$ cat config.mk
export PLATFORM = sky130hd
export DESIGN_NAME = hio_unit
export DESIGN_NICKNAME = d
export VERILOG_FILES = /design/src/rtl/hio_pkg.sv /design/src/rtl/hio_oddpar.sv /design/src/rtl/hio_decode.sv /design/src/rtl/hio_seq.sv /design/src/rtl/hio_unit.sv
export SDC_FILE = /design/constraint.sdc
export NUM_CORES = 1
export LEC_CHECK = 0
export ABC_AREA = 1
export BUFFER_PORTS_ARGS = -buffer_cell sky130_fd_sc_hd__buf_2
export CAP_MARGIN = 10
export CORE_AREA = 4 4 114 116
export CTS_BUF_LIST = sky130_fd_sc_hd__clkbuf_8 sky130_fd_sc_hd__clkbuf_16
export DETAILED_ROUTE_END_ITERATION = 6
export DIE_AREA = 0 0 118 120
export MAX_ROUTING_LAYER = met4
export PLACE_DENSITY = 0.89
export SYNTH_ARGS = -nofsm -noshare
export SYNTH_HDL_FRONTEND = slang
export SYNTH_SLANG_ARGS = --single-unit
$ cat constraint.sdc
create_clock -name clk -period 2.7 [get_ports clk]
set_clock_uncertainty 0.05 [all_clocks]
set_input_delay 0.81 -clock clk [delete_from_list [all_inputs] [get_ports clk]]
set_output_delay 0.81 -clock clk [all_outputs]
set_load 0.005 [all_outputs]
$ cat src/rtl/hio_pkg.sv
// Shared constants, state type and parity helper for the halt unit.
// Assumes odd parity: a byte plus its parity bit holds an odd number of ones.
package hio_pkg;
    localparam logic [6:0] OPC_IO    = 7'h4F;
    localparam logic [2:0] EXT_HALT  = 3'b000;
    localparam logic [3:0] CC_OK     = 4'b0000;
    localparam logic [3:0] CC_BUSY   = 4'b0100;
    localparam logic [3:0] CC_RPAR   = 4'b0010;
    localparam logic [3:0] CC_NOADDR = 4'b1100;
    localparam logic [3:0] CC_IPAR   = 4'b1110;

    typedef enum logic [2:0] {
        ST_IDLE,
        ST_WAIT,
        ST_WR_HI,
        ST_WR_R,
        ST_FIN
    } hio_state_e;

    // True when the bits and their parity bit hold an odd count of ones.
    function automatic logic odd_ok2(input logic [1:0] bits, input logic p);
        return ^{bits, p};
    endfunction
endpackage

$ cat src/rtl/hio_oddpar.sv
// Checks odd parity over BYTES bytes, one parity bit per byte.
// Assumes par[i] covers data[8i+7:8i]. Purely combinational.
module hio_oddpar #(
    parameter int BYTES = 4
) (
    input  logic [8*BYTES-1:0] data,
    input  logic [BYTES-1:0]   par,
    output logic               ok
);
    logic [BYTES-1:0] byte_ok;

    for (genvar i = 0; i < BYTES; i++) begin : g_byte
        // One byte plus its parity bit must hold an odd number of ones.
        assign byte_ok[i] = ^{data[8*i +: 8], par[i]};
    end

    // All bytes must pass.
    assign ok = &byte_ok;
endmodule

$ cat src/rtl/hio_decode.sv
// Decodes an instruction word for the halt form of the shared I/O opcode.
// Assumes bit n of the instruction set is instr[31-n]; indirect and
// unused bits are not examined.
module hio_decode
    import hio_pkg::*;
#(
    parameter int ADDR_W = 14,
    parameter int RF_W   = 4
) (
    input  logic [31:0]       instr,
    input  logic [3:0]        instr_par,
    output logic              is_halt,
    output logic              ipar_ok,
    output logic [RF_W-1:0]   rfield,
    output logic [ADDR_W-1:0] addr
);
    logic unused_bits;

    // Opcode and extension both must match the halt form.
    assign is_halt = (instr[30:24] == OPC_IO) && (instr[16:14] == EXT_HALT);
    // Field extraction.
    assign rfield  = instr[23:20];
    assign addr    = instr[ADDR_W-1:0];
    assign unused_bits = ^{instr[31], instr[19:17]};

    // Byte parity over the incoming word.
    hio_oddpar #(.BYTES(4)) u_ipar (
        .data (instr),
        .par  (instr_par),
        .ok   (ipar_ok)
    );
endmodule

$ cat src/rtl/hio_seq.sv
// Sequencer: issues the halt request, waits for the response or timeout,
// forms the condition code and drives the register write port.
// Assumes decode and parity results are valid in the cycle of start.
module hio_seq
    import hio_pkg::*;
#(
    parameter int ADDR_W  = 14,
    parameter int RF_W    = 4,
    parameter int TIMEOUT = 16,
    localparam int TO_W   = (TIMEOUT > 1) ? $clog2(TIMEOUT) : 1
) (
    input  logic              clk,
    input  logic              rst_n,
    input  logic              start,
    input  logic              is_halt,
    input  logic              ipar_ok,
    input  logic [RF_W-1:0]   rfield,
    input  logic [ADDR_W-1:0] addr,
    output logic              req_valid,
    output logic [ADDR_W-1:0] req_addr,
    input  logic              rsp_valid,
    input  logic              rsp_ack,
    input  logic              rsp_busy,
    input  logic              rsp_flag_par,
    input  logic [63:0]       rsp_data,
    input  logic              data_ok,
    output logic              rf_we,
    output logic [RF_W-1:0]   rf_waddr,
    output logic [31:0]       rf_wdata,
    output logic              done,
    output logic [3:0]        cc
);
    hio_state_e        state_q;
    logic [ADDR_W-1:0] addr_q;
    logic [RF_W-1:0]   r_q;
    logic [31:0]       w0_q, w1_q;
    logic [3:0]        cc_q;
    logic [TO_W-1:0]   cnt_q;
    logic              flag_ok;

    // Parity of the returned flag pair.
    assign flag_ok = odd_ok2({rsp_ack, rsp_busy}, rsp_flag_par);

    // Main sequence: decode accept, wait, writes, completion.
    always_ff @(posedge clk) begin
        if (!rst_n) begin
            state_q <= ST_IDLE;
            addr_q  <= '0;
            r_q     <= '0;
            w0_q    <= '0;
            w1_q    <= '0;
            cc_q    <= CC_OK;
            cnt_q   <= '0;
        end else begin
            case (state_q)
                ST_IDLE: begin
                    if (start && is_halt) begin
                        if (!ipar_ok) begin
                            cc_q    <= CC_IPAR;
                            state_q <= ST_FIN;
                        end else begin
                            addr_q  <= addr;
                            r_q     <= rfield;
                            cnt_q   <= '0;
                            state_q <= ST_WAIT;
                        end
                    end
                end
                ST_WAIT: begin
                    if (rsp_valid) begin
                        if (!flag_ok) begin
                            cc_q    <= CC_RPAR;
                            state_q <= ST_FIN;
                        end else if (!rsp_ack) begin
                            cc_q    <= CC_NOADDR;
                            state_q <= ST_FIN;
                        end else if (!data_ok) begin
                            cc_q    <= CC_RPAR;
                            state_q <= ST_FIN;
                        end else begin
                            cc_q <= rsp_busy ? CC_BUSY : CC_OK;
                            w0_q <= rsp_data[31:0];
                            w1_q <= rsp_data[63:32];
                            if (r_q == '0)
                                state_q <= ST_FIN;
                            else if (r_q[0])
                                state_q <= ST_WR_R;
                            else
                                state_q <= ST_WR_HI;
                        end
                    end else if (cnt_q == TO_W'(TIMEOUT - 1)) begin
                        cc_q    <= CC_NOADDR;
                        state_q <= ST_FIN;
                    end else begin
                        cnt_q <= cnt_q + 1'b1;
                    end
                end
                ST_WR_HI: state_q <= ST_WR_R;
                ST_WR_R:  state_q <= ST_FIN;
                default:  state_q <= ST_IDLE;
            endcase
        end
    end

    // Outputs decoded from the state and held registers.
    always_comb begin
        req_valid = (state_q == ST_WAIT);
        req_addr  = addr_q;
        rf_we     = (state_q == ST_WR_HI) || (state_q == ST_WR_R);
        rf_waddr  = (state_q == ST_WR_HI) ? r_q + 1'b1 : r_q;
        rf_wdata  = ((state_q == ST_WR_R) && !r_q[0]) ? w1_q : w0_q;
        done      = (state_q == ST_FIN);
        cc        = cc_q;
    end

    assert_req_stable_R2: assert property (@(posedge clk) disable iff (!rst_n)
        (req_valid && $past(req_valid)) |-> $stable(req_addr));

    assert_ipar_abort_R3: assert property (@(posedge clk) disable iff (!rst_n)
        (state_q == ST_IDLE && start && is_halt && !ipar_ok) |=> (!req_valid && done && cc == CC_IPAR));

    assert_wr_only_good_R4: assert property (@(posedge clk) disable iff (!rst_n)
        rf_we |-> (cc == CC_OK || cc == CC_BUSY));

    assert_req_ends_R6: assert property (@(posedge clk) disable iff (!rst_n)
        $fell(req_valid) |-> (done || rf_we));

    assert_done_pulse_R11: assert property (@(posedge clk) disable iff (!rst_n)
        done |=> !done);
endmodule

$ cat src/rtl/hio_unit.sv
// Top of the halt instruction response unit: decode, response parity
// check and sequencer. Assumes one instruction at a time; starts during
// an operation are dropped.
module hio_unit
    import hio_pkg::*;
#(
    parameter int TIMEOUT = 16
) (
    input  logic        clk,
    input  logic        rst_n,
    input  logic        start,
    input  logic [31:0] instr,
    input  logic [3:0]  instr_par,
    output logic        req_valid,
    output logic [13:0] req_addr,
    input  logic        rsp_valid,
    input  logic        rsp_ack,
    input  logic        rsp_busy,
    input  logic        rsp_flag_par,
    input  logic [63:0] rsp_data,
    input  logic [7:0]  rsp_par,
    output logic        rf_we,
    output logic [3:0]  rf_waddr,
    output logic [31:0] rf_wdata,
    output logic        done,
    output logic [3:0]  cc
);
    localparam int ADDR_W = 14;
    localparam int RF_W   = 4;

    logic              is_halt, ipar_ok, data_ok;
    logic [RF_W-1:0]   rfield;
    logic [ADDR_W-1:0] addr;

    hio_decode #(.ADDR_W(ADDR_W), .RF_W(RF_W)) u_dec (
        .instr     (instr),
        .instr_par (instr_par),
        .is_halt   (is_halt),
        .ipar_ok   (ipar_ok),
        .rfield    (rfield),
        .addr      (addr)
    );

    hio_oddpar #(.BYTES(8)) u_rpar (
        .data (rsp_data),
        .par  (rsp_par),
        .ok   (data_ok)
    );

    hio_seq #(.ADDR_W(ADDR_W), .RF_W(RF_W), .TIMEOUT(TIMEOUT)) u_seq (
        .clk          (clk),
        .rst_n        (rst_n),
        .start        (start),
        .is_halt      (is_halt),
        .ipar_ok      (ipar_ok),
        .rfield       (rfield),
        .addr         (addr),
        .req_valid    (req_valid),
        .req_addr     (req_addr),
        .rsp_valid    (rsp_valid),
        .rsp_ack      (rsp_ack),
        .rsp_busy     (rsp_busy),
        .rsp_flag_par (rsp_flag_par),
        .rsp_data     (rsp_data),
        .data_ok      (data_ok),
        .rf_we        (rf_we),
        .rf_waddr     (rf_waddr),
        .rf_wdata     (rf_wdata),
        .done         (done),
        .cc           (cc)
    );
endmodule

==> impl_metrics.csv, run 1 <==
group,metric,value,unit
floorplan,die_h,120,µm
floorplan,die-area,0.0142,mm²
finish,multiInputGateArea,0.00354,mm²
setup_path,worstPathArrival,1.67,ns
power_and_ir_drop,p_clk_share,42.1,%
power_and_ir_drop,internal-power,2.41,mW
global_route,grt_pass1_wl,24900,µm
timing,rsz0062_at_grt,"false",
place,gp_congestion,0.861,
setup_path,crit_fanout,64,
clocking,clkTransAtPathRegs,0.06,ns
global_route,antenna_found_initial,0,
logic_synthesis,yosys_warnings,0,
finish,drive_gt1_share,23.8,%
timing,finalCriticalPeriod,2.53,ns
logic_synthesis,ys_seq_area_share,29.6,%
finish,seq_area,0.00184,mm²
min_path,hp-start,"u_seq.w0_q[17]",
min_path,holdPathEnd,"u_seq.w0_q[17]",
power_and_ir_drop,p_comb_share,16.6,%
power_and_ir_drop,p_switching,0.875,mW
setup_path,crit_cells,6,
run_status,status,"complete, no violations",
global_route,grt_pass1_vias,5608,
timing,max_freq,396,MHz
clocking,cts_buffers,9,
place,dp.cells,1260,
power_and_ir_drop,netSwitchingFraction,26.7,%
logic_synthesis,synthesis.area,0.00622,mm²
floorplan,start_util,52.2,%
logic_synthesis,syn-num-nets,1085,
floorplan,rows,40,
power_and_ir_drop,p_per_area,437,mW/mm²
timing,tns,0,ns
detailed_routing,first_iter_violations,436,
clocking,cts_sinks,92,
detailed_routing,ant_nets,0,
min_path,min_path_cells,2,
timing,period_share,93.6,%
detailed_routing,vias_per_cell,4.96,
setup_path,rrSetupSlack,0.65,ns
setup_path,crit_chain,"inv_1 > nor2_2 > nand3_2 > buf_12 > o21ai_0 > buf_2",
logic_synthesis,synth_top_cell_area_share,29.6,%
floorplan,num_io_pins,172,
timing,hold_viol_final,0,
detailed_routing,wl,15100,µm
place,port_buffers,170,
setup_path,ff2ff_path_depth,10,
timing,drv_slew,0,
floorplan,core,0.0119,mm²
detailed_routing,dr_total_vias,6324,
place,place_hpwl,11500,µm
setup_path,worst-setup-path-type,"flop to primary output",
finish,layout.cells.non_filler,1276,
detailed_routing,drc_errors,0,
setup_path,startpoint_type,"flop",
timing,setup_viol,0,
floorplan,die_w,118,µm
power_and_ir_drop,seq_power_share,41.3,%
clocking,cts_tree,"yes",
logic_synthesis,yosys.area.top_type,"dfxtp_1",
setup_path,r2r-start,"u_seq.state_q[0]",
setup_path,slowest_delay,0.34,ns
setup_path,critical-path-slowest-cell,"dfxtp_1",
logic_synthesis,ys_seq_elements,92,
logic_synthesis,synth_cells,966,
setup_path,critPathTopFamily,"buffers and inverters",
finish,finalNetCount,1243,
clocking,clockRootBuffer,"clkbuf_16",
finish,area_growth,20.9,%
detailed_routing,dr.pass1.iters,5,
clocking,clockBufferDepth,2,
global_route,grt_use_total,21.5,%
clocking,insertion_delay,0.34,ns
detailed_routing,wire_per_inst,11.9,µm
job,drv_cap,0,
finish,n_antenna_cell,0,
min_path,holdCritPathClass,"flop to flop",
power_and_ir_drop,ir_drop,0.228,mV
finish,fillers,1043,
timing,tightestPinTransition,0.503,ns
setup_path,rr_endpoint,"u_seq.w1_q[1]",
setup_path,critPathCaptureType,"primary output",
global_route,grt_start_max_net_pins,72,
timing,maxSlewHeadroom,66.4,%
logic_synthesis,synth.distinct_cells,30,
clocking,htree_levels,3,
power_and_ir_drop,leakage,3.89,nW
global_route,grt_overflow,0,
logic_synthesis,avgSynthCellArea,6.44,µm²
setup_path,cp.required,1.84,ns
finish,final_util,63.1,%
setup_path,cp_num_buf_inv,3,
logic_synthesis,ys_top_cells_by_area,"dfxtp_1, nand2_1, a211oi_2, inv_1, nor2_1",
-- worst register-to-register path, stage by stage (launching register included) --
cell	delay (ns)
dfxtp_1	0.34
inv_1	0.09
nor2_2	0.15
inv_1	0.09
nor2_2	0.18
inv_1	0.15
nor3_1	0.19
buf_4	0.16
nand2_4	0.07
buf_12	0.22
a211oi_2	0.27
-- final cells by class --
cell class              count  share of cell area [%]
clock buffers              10                    3.18
repair buffers            182                    13.2
inverters                 169                    8.46
flip-flops and latches     92                    24.5
well taps                 147                    2.45
clock inverters             6                    1.17
multi-input cells         670                    47.1
-- power groups by stage --
stage / logic [mW] / registers (mW) / clock network (mW)
after floorplan: 0.337 / 1.39 / 0
after global placement: 0.525 / 1.39 / 0
after detailed placement: 0.541 / 1.39 / 0
after CTS: 0.546 / 1.36 / 1.40
after global routing: 0.624 / 1.36 / 1.46
final: 0.546 / 1.36 / 1.38
-- per-layer routing --
layer / GRT usage (%) / part of all wire (%)
met1: 26.7 / 44
met2: 34.8 / 48
met3: 3.53 / 5.5
met4: 8.94 / 2.7
met5: - / 0
-- cells in the mapped netlist --
cell type and n:
clkbuf_1 17, nand4_1 3, conb_1 1, nor2_4 1, buf_4 2, nand3b_1 2, a21oi_1 11, buf_6 9
a211oi_1 3, buf_2 7, a21o_1 1, dfxtp_1 92, nand2_2 1, nor3_1 5, ha_1 4, and3_1 1
a211oi_2 64, nand2b_1 2, nor2_2 1, nand2_1 293, xnor2_1 28, nand3_1 36, o21ai_0 55, nor3b_1 1
nor4_1 1, inv_2 1, xor2_1 16, nor2_1 139, and3b_1 1, inv_1 168
-- worst max path at each step --
stage                              end  slack (ns)              from
finish                    rf_wdata[23]        0.17  u_seq.state_q[0]
global route              rf_wdata[23]        0.05  u_seq.state_q[0]
CTS                       rf_wdata[28]        0.05  u_seq.state_q[0]
detailed placement   u_seq.req_addr[6]        0.02          instr[8]
global placement     u_seq.req_addr[6]        0.07          instr[8]
floorplan           u_seq.req_addr[10]        0.40          instr[9]
-- metrics by stage --
step	hold WS [ns]	cell area, µm²	setup slack (ns)	power (mW)
CTS	0.417	7510	0.0532	3.30
global placement	0.403	7190	0.0660	1.91
global route	0.432	7520	0.0539	3.44
floorplan	0.400	6220	0.397	1.72
detailed placement	0.407	7190	0.0212	1.93
finish	0.416	7520	0.173	3.28
-- cells in the final DEF, fill, tap and decap left out --
cell	n
buf_4	8
xor2_1	16
clkinv_2	2
nand2b_1	2
and3_1	1
nor2_2	2
buf_12	4
nand3_1	35
nand2_1	293
a21oi_1	11
o21ai_0	52
a211oi_2	64
nand3b_1	2
inv_1	167
xnor2_1	28
nor2_1	138
nand3_2	1
nor2_4	1
clkinvlp_4	3
nand2_4	1
dfxtp_1	92
inv_2	1
nor3_1	5
a21o_1	1
clkbuf_16	9
and3b_1	1
buf_2	170
nor3b_1	1
ha_1	4
conb_1	1
clkbuf_8	1
a211oi_1	3
bufinv_16	2
nand4_1	3
nor4_1	1
o21ai_1	3
-- kinds of logic after synthesis --
logic type,synth area share (%)
simple gates,31.0
buf+inv,13.7
compound gates,18.7
flops,29.6
xor+xnor,6.20
fa+ha+maj,0.805
other cells,0.0603
-- state kept, by name, summed over array words and instances, names as in the netlist --
name	count
u_seq.r_q	4
u_seq.req_addr	14
u_seq.cnt_q	4
u_seq.w1_q	32
u_seq.cc	3
u_seq.state_q	3
u_seq.w0_q	32
-- repair_timing --
action	CTS	global route
setup buffers	0	0
resized for setup	0	4
hold buffers	0	0
setup endpoints to repair	0	10
hold endpoints to repair	0	0
(Power assumes the default switching activity.)
==> inputs of run 2 (changes only) <==
CORE_AREA = 4 4 163 165   (was 4 4 114 116)
DIE_AREA = 0 0 167 169   (was 0 0 118 120)
GPL_TIMING_DRIVEN = 1   (was default)
PLACE_DENSITY = 0.54   (was 0.89)
==> impl_metrics.csv, run 2 (synthesis gave the netlist of run 1 again) <==
group,metric,value,unit
clocking,clkTransAtPathRegs,0.07,ns
setup_path,worstPathArrival,1.70,ns
finish,final_common_cell,"nand2_1",
finish,fillers,2776,
power_and_ir_drop,p_switching,0.951,mW
timing,max_freq,391,MHz
setup_path,slowest_delay,0.36,ns
detailed_routing,wire_per_inst,11.8,µm
finish,final_util,31.2,%
timing,rsz0062_at_grt,"false",
place,gp_congestion,0.804,
global_route,grt_start_max_net_pins,65,
power_and_ir_drop,p_clk_share,41.3,%
setup_path,critPathTopFamily,"buffers and inverters",
clocking,clockBufferDepth,2,
detailed_routing,dr_total_vias,6117,
clocking,hold_buffers,0,
setup_path,crit_fanout,64,
detailed_routing,vias_per_cell,4.17,
finish,drive_gt1_share,24.2,%
timing,drv_slew,0,
detailed_routing,dr.pass1.iters,5,
detailed_routing,wl,17300,µm
clocking,htree_levels,3,
setup_path,crit_chain,"inv_1 > nor2_2 > nand3_2 > buf_12 > o21ai_0 > buf_2",
min_path,min_path_cells,2,
clocking,cts_tree,"yes",
timing,finalCriticalPeriod,2.56,ns
detailed_routing,first_iter_violations,311,
place,port_buffers,170,
global_route,grt_pass1_vias,5615,
floorplan,die_h,169,µm
place,place_hpwl,13700,µm
power_and_ir_drop,p_per_area,419,mW/mm²
power_and_ir_drop,p_comb_share,17.3,%
floorplan,die_w,167,µm
clocking,clockRootBuffer,"clkbuf_16",
timing,period_share,94.8,%
setup_path,ff2ff_path_depth,11,
global_route,grt_overflow,0,
finish,seq_area,0.00184,mm²
timing,tightestPinTransition,0.562,ns
setup_path,critPathCaptureType,"primary output",
timing,hold_viol_final,0,
run_status,status,"complete, no violations",
finish,area_growth,25.8,%
setup_path,cp_num_buf_inv,3,
setup_path,crit_cells,6,
job,drv_cap,0,
floorplan,core,0.0250,mm²
floorplan,num_io_pins,172,
finish,finalNetCount,1249,
global_route,grt_pass1_wl,28300,µm
floorplan,die-area,0.0282,mm²
floorplan,rows,58,
clocking,cts_sinks,92,
floorplan,start_util,24.8,%
timing,maxSlewHeadroom,62.6,%
power_and_ir_drop,netSwitchingFraction,29.0,%
power_and_ir_drop,internal-power,2.32,mW
finish,multiInputGateArea,0.00355,mm²
power_and_ir_drop,leakage,3.91,nW
setup_path,cp.required,1.84,ns
finish,layout.cells.non_filler,1466,
power_and_ir_drop,ir_drop,0.194,mV
place,dp.cells,1449,
timing,worst_slack,0.141,ns
power_and_ir_drop,seq_power_share,41.4,%
min_path,holdCritPathClass,"flop to flop",
timing,setup_viol,0,
finish,mostFrequentLayoutCells,"nand2_1, buf_2, inv_1",
clocking,insertion_delay,0.34,ns
global_route,antenna_found_initial,1,
detailed_routing,drc_errors,0,
place,pre_cts_slack,-0.0270,ns
global_route,grt_use_total,12.5,%
setup_path,startpoint_type,"flop",
detailed_routing,ant_nets,0,
clocking,cts_buffers,9,
setup_path,critical-path-slowest-cell,"dfxtp_1",
setup_path,worst-setup-path-type,"flop to primary output",
clocking,cts_setup_buffers,0,
## run 2: changes by cell type in the layout (fill, tap and decap cells not counted), moves of 2 or more
cell / change
o21ai_1: +6
o21ai_0: -6
clkinvlp_4: -2
clkinv_2: -2
inv_6: +2
buf_4: +4
buf_12: +2
## run 2: power groups by stage
| stage | clock, mW | combinational, mW | sequential [mW] |
|---|---|---|---|
| after floorplan | 0 | 0.337 | 1.39 |
| after global placement | 0 | 0.565 | 1.39 |
| after detailed placement | 0 | 0.571 | 1.39 |
| after CTS | 1.42 | 0.574 | 1.36 |
| after global routing | 1.48 | 0.657 | 1.36 |
| final | 1.35 | 0.565 | 1.36 |
## run 2: worst reg2reg max path, delay by kind of cell (launching register included)
family	cells	cell delay, ns
AO/OA/AOI/OAI	1	0.04
buffers and inverters	5	0.70
flip-flops	1	0.36
AND/OR/NAND/NOR	5	0.79
## run 2: what timing repair did
item                                    4_1_cts  5_1_grt
endpoints found under the setup margin        0       15
resized for setup                             0       10
hold endpoints to repair                      0        0
## run 2: final cells by class
class | instances | share of cell area (%)
multi-input combinational | 670 | 45.4
sequential | 92 | 23.6
timing repair buffer | 188 | 13.6
inverter | 169 | 8.15
tap | 330 | 5.28
clock buffer | 9 | 2.88
clock inverter | 7 | 1.17
antenna | 1 | 0.0320
## run 2: final timing paths
check,startpoint,end,slack (ns)
min,u_seq.w0_q[4],u_seq.w0_q[4],0.42
max,u_seq.state_q[0],rf_wdata[9],0.14
min reg2reg,u_seq.w0_q[4],u_seq.w0_q[4],0.42
max reg2reg,u_seq.state_q[0],u_seq.w1_q[26],0.62
## run 2: per-stage QoR
step                area [µm²]  total power [mW]  hold WS [ns]  TNS (ns)
finish                    7820              3.27         0.418         0
global placement          7500              1.95         0.404         0
floorplan                 6220              1.72         0.400         0
CTS                       7810              3.35         0.419         0
detailed placement        7500              1.96         0.408   -0.0818
global route              7820              3.49         0.430         0
## run 2: layer usage
layer / track usage, % / vias up / routed length (µm)
met5: - / - / 0
met1: 16.1 / 2679 / 8140
met4: 4.55 / 0 / 310
met3: 1.47 / 21 / 567
met2: 20.3 / 114 / 8280
li1: - / 3303 / -
